File: src/rtl/pkt_hdr_pkg.sv
package pkt_hdr_pkg;
  localparam int WORD_W = 64;
  localparam int SEQ_W  = 12;
  localparam int LEN_W  = 16;
  localparam int ID_W   = 16;

  typedef enum logic [1:0] {
    KIND_DATA = 2'd0,
    KIND_FLOW = 2'd1,
    KIND_CMD  = 2'd2,
    KIND_RESP = 2'd3
  } pkt_kind_e;

  typedef struct packed {
    pkt_kind_e        kind;
    logic             has_time;
    logic             eob;
    logic [SEQ_W-1:0] seq;
    logic [LEN_W-1:0] len;
    logic [ID_W-1:0]  src;
    logic [ID_W-1:0]  dst;
  } hdr_fields_t;

  typedef enum logic [1:0] {
    ST_HDR  = 2'd0,
    ST_TS   = 2'd1,
    ST_BODY = 2'd2,
    ST_HOLD = 2'd3
  } strip_state_e;
endpackage

File: src/rtl/hdr_unpack.sv
module hdr_unpack
  import pkt_hdr_pkg::*;
(
  input  logic [WORD_W-1:0] word,
  output hdr_fields_t       fields
);
  localparam int DST_LO = 0;
  localparam int SRC_LO = DST_LO + ID_W;
  localparam int LEN_LO = SRC_LO + ID_W;
  localparam int SEQ_LO = LEN_LO + LEN_W;
  localparam int EOB_B  = SEQ_LO + SEQ_W;
  localparam int TIME_B = EOB_B + 1;
  localparam int KIND_LO = TIME_B + 1;

  always_comb begin
    fields.kind     = pkt_kind_e'(word[KIND_LO +: 2]);
    fields.has_time = word[TIME_B];
    fields.eob      = word[EOB_B];
    fields.seq      = word[SEQ_LO +: SEQ_W];
    fields.len      = word[LEN_LO +: LEN_W];
    fields.src      = word[SRC_LO +: ID_W];
    fields.dst      = word[DST_LO +: ID_W];
  end
endmodule

File: src/rtl/beat_len_check.sv
module beat_len_check
  import pkt_hdr_pkg::*;
#(
  parameter int CNT_W = 16
) (
  input  logic             clk,
  input  logic             rst,
  input  logic             beat,
  input  logic             first,
  input  logic             last,
  input  logic [LEN_W-1:0] len_in,
  output logic             bad_q
);
  localparam int BYTE_W = CNT_W + 3;

  logic [CNT_W-1:0]  cnt_q;
  logic [CNT_W-1:0]  total;
  logic [BYTE_W-1:0] bytes_full;
  logic [BYTE_W-1:0] bytes_half;
  logic [BYTE_W-1:0] len_ext;
  logic              len_ok;

  always_comb begin
    total      = first ? CNT_W'(1) : cnt_q + CNT_W'(1);
    bytes_full = {total, 3'b000};
    bytes_half = bytes_full - BYTE_W'(4);
    len_ext    = BYTE_W'(len_in);
    len_ok     = (len_ext == bytes_full) || (len_ext == bytes_half);
  end

  always_ff @(posedge clk) begin
    if (rst) begin
      cnt_q <= '0;
      bad_q <= 1'b0;
    end else if (beat) begin
      cnt_q <= total;
      if (last) bad_q <= !len_ok;
    end
  end

  // the first counted beat of a packet always restarts the count at one
  assert_count_restart_R8: assert property (@(posedge clk) disable iff (rst)
    beat && first |=> cnt_q == CNT_W'(1));
endmodule

File: src/rtl/strip_ctrl.sv
module strip_ctrl
  import pkt_hdr_pkg::*;
(
  input  logic clk,
  input  logic rst,
  input  logic s_tvalid,
  input  logic s_tlast,
  input  logic hdr_has_time,
  input  logic m_tready,
  output logic s_tready,
  output logic m_tvalid,
  output logic meta_valid,
  output logic cap_hdr,
  output logic cap_ts,
  output logic first_beat,
  output logic closed_q
);
  strip_state_e st_q, st_d;
  logic         closing;

  always_comb begin
    s_tready   = 1'b0;
    m_tvalid   = 1'b0;
    meta_valid = 1'b0;
    first_beat = (st_q == ST_HDR);
    case (st_q)
      ST_HDR:  s_tready = 1'b1;
      ST_TS:   s_tready = 1'b1;
      ST_BODY: begin
        s_tready   = m_tready;
        m_tvalid   = s_tvalid;
        meta_valid = 1'b1;
      end
      default: meta_valid = 1'b1;
    endcase
    cap_hdr = (st_q == ST_HDR) && s_tvalid;
    cap_ts  = (st_q == ST_TS) && s_tvalid;
  end

  always_comb begin
    st_d    = st_q;
    closing = 1'b0;
    case (st_q)
      ST_HDR: if (s_tvalid) begin
        if (s_tlast)           st_d = ST_HOLD;
        else if (hdr_has_time) st_d = ST_TS;
        else                   st_d = ST_BODY;
      end
      ST_TS: if (s_tvalid) st_d = s_tlast ? ST_HOLD : ST_BODY;
      ST_BODY: if (s_tvalid && m_tready && s_tlast) begin
        st_d    = ST_HDR;
        closing = 1'b1;
      end
      default: begin
        st_d    = ST_HDR;
        closing = 1'b1;
      end
    endcase
  end

  always_ff @(posedge clk) begin
    if (rst) begin
      st_q     <= ST_HDR;
      closed_q <= 1'b0;
    end else begin
      st_q     <= st_d;
      closed_q <= closing;
    end
  end

  // the sideband only turns on right after an accepted input beat
  assert_meta_rise_R6: assert property (@(posedge clk) disable iff (rst)
    $rose(meta_valid) |-> $past(s_tvalid && s_tready));

  // a stalled output with an occupied sideband blocks the input
  assert_hold_input_R9: assert property (@(posedge clk) disable iff (rst)
    meta_valid && !m_tready |-> !s_tready);
endmodule

File: src/rtl/pkt_hdr_strip.sv
module pkt_hdr_strip
  import pkt_hdr_pkg::*;
#(
  parameter int CNT_W = 16
) (
  input  logic              clk,
  input  logic              rst,
  input  logic [WORD_W-1:0] s_tdata,
  input  logic              s_tvalid,
  input  logic              s_tlast,
  output logic              s_tready,
  output logic [WORD_W-1:0] m_tdata,
  output logic              m_tvalid,
  output logic              m_tlast,
  input  logic              m_tready,
  output logic              meta_valid,
  output logic [1:0]        meta_kind,
  output logic              meta_has_time,
  output logic              meta_eob,
  output logic [SEQ_W-1:0]  meta_seq,
  output logic [LEN_W-1:0]  meta_len,
  output logic [ID_W-1:0]   meta_src,
  output logic [ID_W-1:0]   meta_dst,
  output logic [WORD_W-1:0] meta_ts,
  output logic              len_err
);
  hdr_fields_t      in_fields;
  hdr_fields_t      hdr_q;
  logic [WORD_W-1:0] ts_q;
  logic             cap_hdr;
  logic             cap_ts;
  logic             first_beat;
  logic             closed_q;
  logic             bad_q;
  logic             in_beat;
  logic [LEN_W-1:0] len_sel;

  hdr_unpack u_unpack (
    .word   (s_tdata),
    .fields (in_fields)
  );

  strip_ctrl u_ctrl (
    .clk          (clk),
    .rst          (rst),
    .s_tvalid     (s_tvalid),
    .s_tlast      (s_tlast),
    .hdr_has_time (in_fields.has_time),
    .m_tready     (m_tready),
    .s_tready     (s_tready),
    .m_tvalid     (m_tvalid),
    .meta_valid   (meta_valid),
    .cap_hdr      (cap_hdr),
    .cap_ts       (cap_ts),
    .first_beat   (first_beat),
    .closed_q     (closed_q)
  );

  assign in_beat = s_tvalid && s_tready;
  assign len_sel = first_beat ? in_fields.len : hdr_q.len;

  beat_len_check #(.CNT_W(CNT_W)) u_len (
    .clk    (clk),
    .rst    (rst),
    .beat   (in_beat),
    .first  (first_beat),
    .last   (s_tlast),
    .len_in (len_sel),
    .bad_q  (bad_q)
  );

  always_ff @(posedge clk) begin
    if (rst) begin
      hdr_q <= '0;
      ts_q  <= '0;
    end else if (cap_hdr) begin
      hdr_q <= in_fields;
      ts_q  <= '0;
    end else if (cap_ts) begin
      ts_q  <= s_tdata;
    end
  end

  assign m_tdata       = s_tdata;
  assign m_tlast       = s_tlast;
  assign meta_kind     = hdr_q.kind;
  assign meta_has_time = hdr_q.has_time;
  assign meta_eob      = hdr_q.eob;
  assign meta_seq      = hdr_q.seq;
  assign meta_len      = hdr_q.len;
  assign meta_src      = hdr_q.src;
  assign meta_dst      = hdr_q.dst;
  assign meta_ts       = ts_q;
  assign len_err       = closed_q && bad_q;

  // sideband contents do not move while it is valid
  assert_meta_stable_R6: assert property (@(posedge clk) disable iff (rst)
    meta_valid && $past(meta_valid) |-> $stable({meta_kind, meta_has_time, meta_eob,
      meta_seq, meta_len, meta_src, meta_dst, meta_ts}));

  // no timestamp means a zero timestamp
  assert_ts_zero_R4: assert property (@(posedge clk) disable iff (rst)
    meta_valid && !meta_has_time |-> meta_ts == '0);

  // payload only leaves with a valid sideband beside it
  assert_payload_tagged_R5: assert property (@(posedge clk) disable iff (rst)
    m_tvalid |-> meta_valid);

  // the length pulse lands exactly where the sideband drops
  assert_err_at_close_R8: assert property (@(posedge clk) disable iff (rst)
    len_err |-> !meta_valid && $past(meta_valid));
endmodule

File: config.mk
export PLATFORM = sky130hd
export DESIGN_NAME = pkt_hdr_strip
export DESIGN_NICKNAME = d
export VERILOG_FILES = /design/src/rtl/pkt_hdr_pkg.sv /design/src/rtl/hdr_unpack.sv /design/src/rtl/beat_len_check.sv /design/src/rtl/strip_ctrl.sv /design/src/rtl/pkt_hdr_strip.sv
export SDC_FILE = /design/constraint.sdc
export NUM_CORES = 1
export LEC_CHECK = 0
export ABC_AREA = 0
export BUFFER_PORTS_ARGS = -buffer_cell sky130_fd_sc_hd__buf_2
export CORE_MARGIN = 1
export CORE_UTILIZATION = 55
export CTS_BUF_LIST = sky130_fd_sc_hd__clkbuf_4 sky130_fd_sc_hd__clkbuf_8
export DETAILED_ROUTE_END_ITERATION = 10
export PLACE_DENSITY_LB_ADDON = 0.2
export SYNTH_ARGS = -nofsm -noshare
export SYNTH_HDL_FRONTEND = slang
export SYNTH_SLANG_ARGS = --single-unit
File: constraint.sdc
create_clock -name clk -period 7.8 [get_ports clk]
set_input_delay 1.56 -clock clk [delete_from_list [all_inputs] [get_ports clk]]
set_output_delay 1.56 -clock clk [all_outputs]
set_load 0.01 [all_outputs]
==> run_results.csv <==
group,metric,value,unit
yosys,yosys_register_bits,148,
final_layout,drive_above_1_share,0.290,
setup_path,crit_required,6.24,ns
grt,antenna_found_initial,0,
power,p_leak,3.61,nW
clocking,numClockSinks,148,
place,port_buffers,265,
yosys,synth_fa_ha_area_frac,0.00358,
setup_path,critical-path-top-delay-family,"buffers and inverters",
yosys,syn-cell-area,6980,um2
flow_run,maxCapViolations,0,
setup_path,cp-end-kind,"output pin",
yosys,synth.area.top_cells,"dfxtp_1, nand2_1, a21oi_1",
floorplanning,fp-row-count,40,
sta,max-slew-margin-rel,0.377,
sta,clock_skew,0.0111,ns
sta,setup_viol,0,
setup_path,worstSetupEndpoint,"m_tvalid",
setup_path,rrSetupSlack,4.66,ns
power,vdd_drop_max,0.162,mV
setup_path,worstSetupPathType,"in2out",
place,hpwl,13100,um
floorplanning,pin_count,266,
sta,rsz0062_at_grt,"false",
sta,period_needed,3.66,ns
run_status,status,"completed",
yosys,synth_edf_count,0,
final_layout,final_nets,1154,
place,gp_congestion,0.914,
setup_path,crit_top_cell,"buf_2",
setup_path,crit_arrival,2.10,ns
clocking,h-tree-depth,4,
grt,grt-ovfl-total,0,
grt,grt_pass1_vias,5937,
yosys,yosys-top-cells-count,"nand2_1, a21oi_1, dfxtp_1",
setup_path,crit_cells,3,
sta,worst_slack,4.14,ns
setup_path,rr_endpoint,"u_len.bad_q",
yosys,muxShareOfSynthArea,0.0120,
routing,ant_nets,0,
clocking,cts_tree,"done",
routing,drc,0,
setup_path,cpMaxStageDelayCell,"buf_2",
clocking,cts_resized,0,
yosys,synth-async-reset-ratio,0,
final_layout,antenna_cells,0,
grt,grt_max_degree,87,
yosys,synth-simple-area-share,0.236,
routing,wl,19100,um
yosys,synth-compound-area-share,0.156,
yosys,synth_nets,991,
clocking,insertion_delay,0.45,ns
sta,fmax,0.273,GHz
routing,avgViaCountPerCell,5.36,
setup_path,path_buf_inv,2,
worst_hold_path,hold_path_class,"reg2reg",
floorplanning,die_w,115,um
sta,final-hold-violation-count,0,
yosys,synth_xor_area_frac,0.0555,
yosys,synth_cells,920,
routing,wl_per_cell,15.2,um
setup_path,r2r_start,"u_len.cnt_q[0]",
clocking,cts_root_buffer,"clkbuf_8",
yosys,yosys_warnings,0,
yosys,ys_seq_area_frac,0.424,
setup_path,slowest_delay,0.21,ns
sta,slew_violations,0,
sta,tns,0,ns
sta,worst_pin_slew,0.935,ns
floorplanning,start_util,0.572,
power,p_per_area,200,nW/um2
sta,post-route-period-util,0.469,
yosys,synth_top_area_share,0.424,
yosys,yosys.area.top_type,"dfxtp_1",
clocking,path_clk_slew,0.07,ns
floorplanning,core-area,12200,um2
setup_path,worstPathCellList,"buf_2 > and3b_1 > buf_2",
floorplanning,fp.dieH,115,um
yosys,synth_ff_type,"dfxtp_1",
grt,grtUsageTotal,0.293,
floorplanning,die-area,13200,um2
yosys,synth_top_family_by_area,"simple AND/OR/NAND/NOR gates",
setup_path,critPathLaunch,"s_tvalid",
yosys,synth_cell_types,59,
clocking,numCtsBuffers,17,
routing,drtPass1Iterations,7,
clocking,post_cts_buffers,0,
setup_path,path_max_fanout,11,
final_layout,nFillCells,1106,
place,pre_cts_ws,4.11,ns
setup_path,reg2reg_depth,9,
routing,num_vias,6763,
grt,grt_pass1_wl,30000,um
yosys,synth.avg_cell_area,7.59,um2
clocking,clockBufferDepth,2,
yosys,synth_most_common_cell,"nand2_1",
final_layout,area_growth,17.4,%
setup_path,start_kind,"input pin",
worst_hold_path,holdPathStages,2,
clocking,cts_hold_buf,0,
routing,drt_iter0_markers,576,
## sequential cells by signal, indices dropped and copies added (netlist names), 2 cells and up
name         cells
u_len.cnt_q     16
meta_seq        12
meta_src        16
meta_kind        2
meta_len        16
meta_dst        16
meta_ts         64
u_ctrl.st_q      2
## per-layer routing
layer / global-route usage / vias to the layer above / wire [um]
met5: 0 / - / 0
met4: 0.130 / 0 / 533
met1: 0.376 / 3134 / 8270
li1: - / 3312 / -
met3: 0.0757 / 36 / 1420
met2: 0.462 / 281 / 8890
## cell type report
type	count	area, um2	area share
Sequential cell	148	2960	0.361
Inverter	9	33.8	0.00412
Clock buffer	21	277	0.0337
Clock inverter	9	82.6	0.0101
Timing Repair Buffer	273	1390	0.169
Multi-Input combinational cell	634	3250	0.396
Tap cell	168	210	0.0256
## metrics by stage
stage	instances	power [mW]	cell area [um2]	utilization	hold WS (ns)
after detailed placement	1232	1.11	7840	0.642	0.443
after CTS	1262	1.65	8200	0.672	0.454
final	1262	1.64	8200	0.672	0.451
after floorplan	920	1.01	6980	-	0.459
after global routing	1262	1.72	8200	0.672	0.468
after global placement	1232	1.10	7840	0.642	0.438
## worst register-to-register path, delay by kind of cell (launching register included)
kind	cells	cell delay (ns)
and+or+nand+nor	4	1.37
DFF	1	0.55
adders and majority gates	1	0.39
AOI/OAI and AO/OA	2	0.28
muxes	1	0.27
xor gates and xnor gates	1	0.16
## cell families (layout without fill, tap and decap cells)
| kind of cell | Yosys count | in the layout |
|---|---|---|
| muxes | 7 | 7 |
| xor gates and xnor gates | 38 | 38 |
| adders and majority gates | 2 | 2 |
| AOI/OAI and AO/OA | 197 | 197 |
| buffers and inverters | 138 | 312 |
| and+or+nand+nor | 390 | 390 |
| DFF | 148 | 148 |
## power breakdown
group | total [mW] | switching, mW | internal [mW]
registers | 0.810 | 0.0226 | 0.787
clock network | 0.553 | 0.283 | 0.271
logic | 0.280 | 0.179 | 0.101
total | 1.64 | 0.485 | 1.16
## how the worst min path moves through the flow
stage | to | slack (ns) | startpoint
floorplan | u_len.cnt_q[14] | 0.46 | u_len.cnt_q[14]
global placement | meta_seq[8] | 0.44 | meta_seq[8]
detailed placement | meta_ts[9] | 0.44 | meta_ts[9]
CTS | meta_ts[34] | 0.45 | meta_ts[34]
global route | meta_ts[9] | 0.47 | meta_ts[9]
finish | meta_ts[39] | 0.45 | meta_ts[39]
## layout by cell type (no fill, tap or decap), types with 4 or more instances in the layout
cell,synthesis,layout
o21ai_1,5,5
mux2i_1,5,5
nor4_1,5,5
a21oi_1,148,148
and3_1,7,7
a31oi_1,4,4
clkinv_2,0,4
inv_1,9,9
or3_1,4,4
clkbuf_8,0,19
nand2_1,291,290
nand3_1,9,9
buf_2,9,265
o21ai_0,10,10
xnor2_1,18,18
dfxtp_1,148,148
xnor3_1,4,4
or4_1,5,5
nor3_1,6,6
buf_4,69,8
xor2_1,16,16
nor2_1,36,34
(Power assumes the default switching activity.)
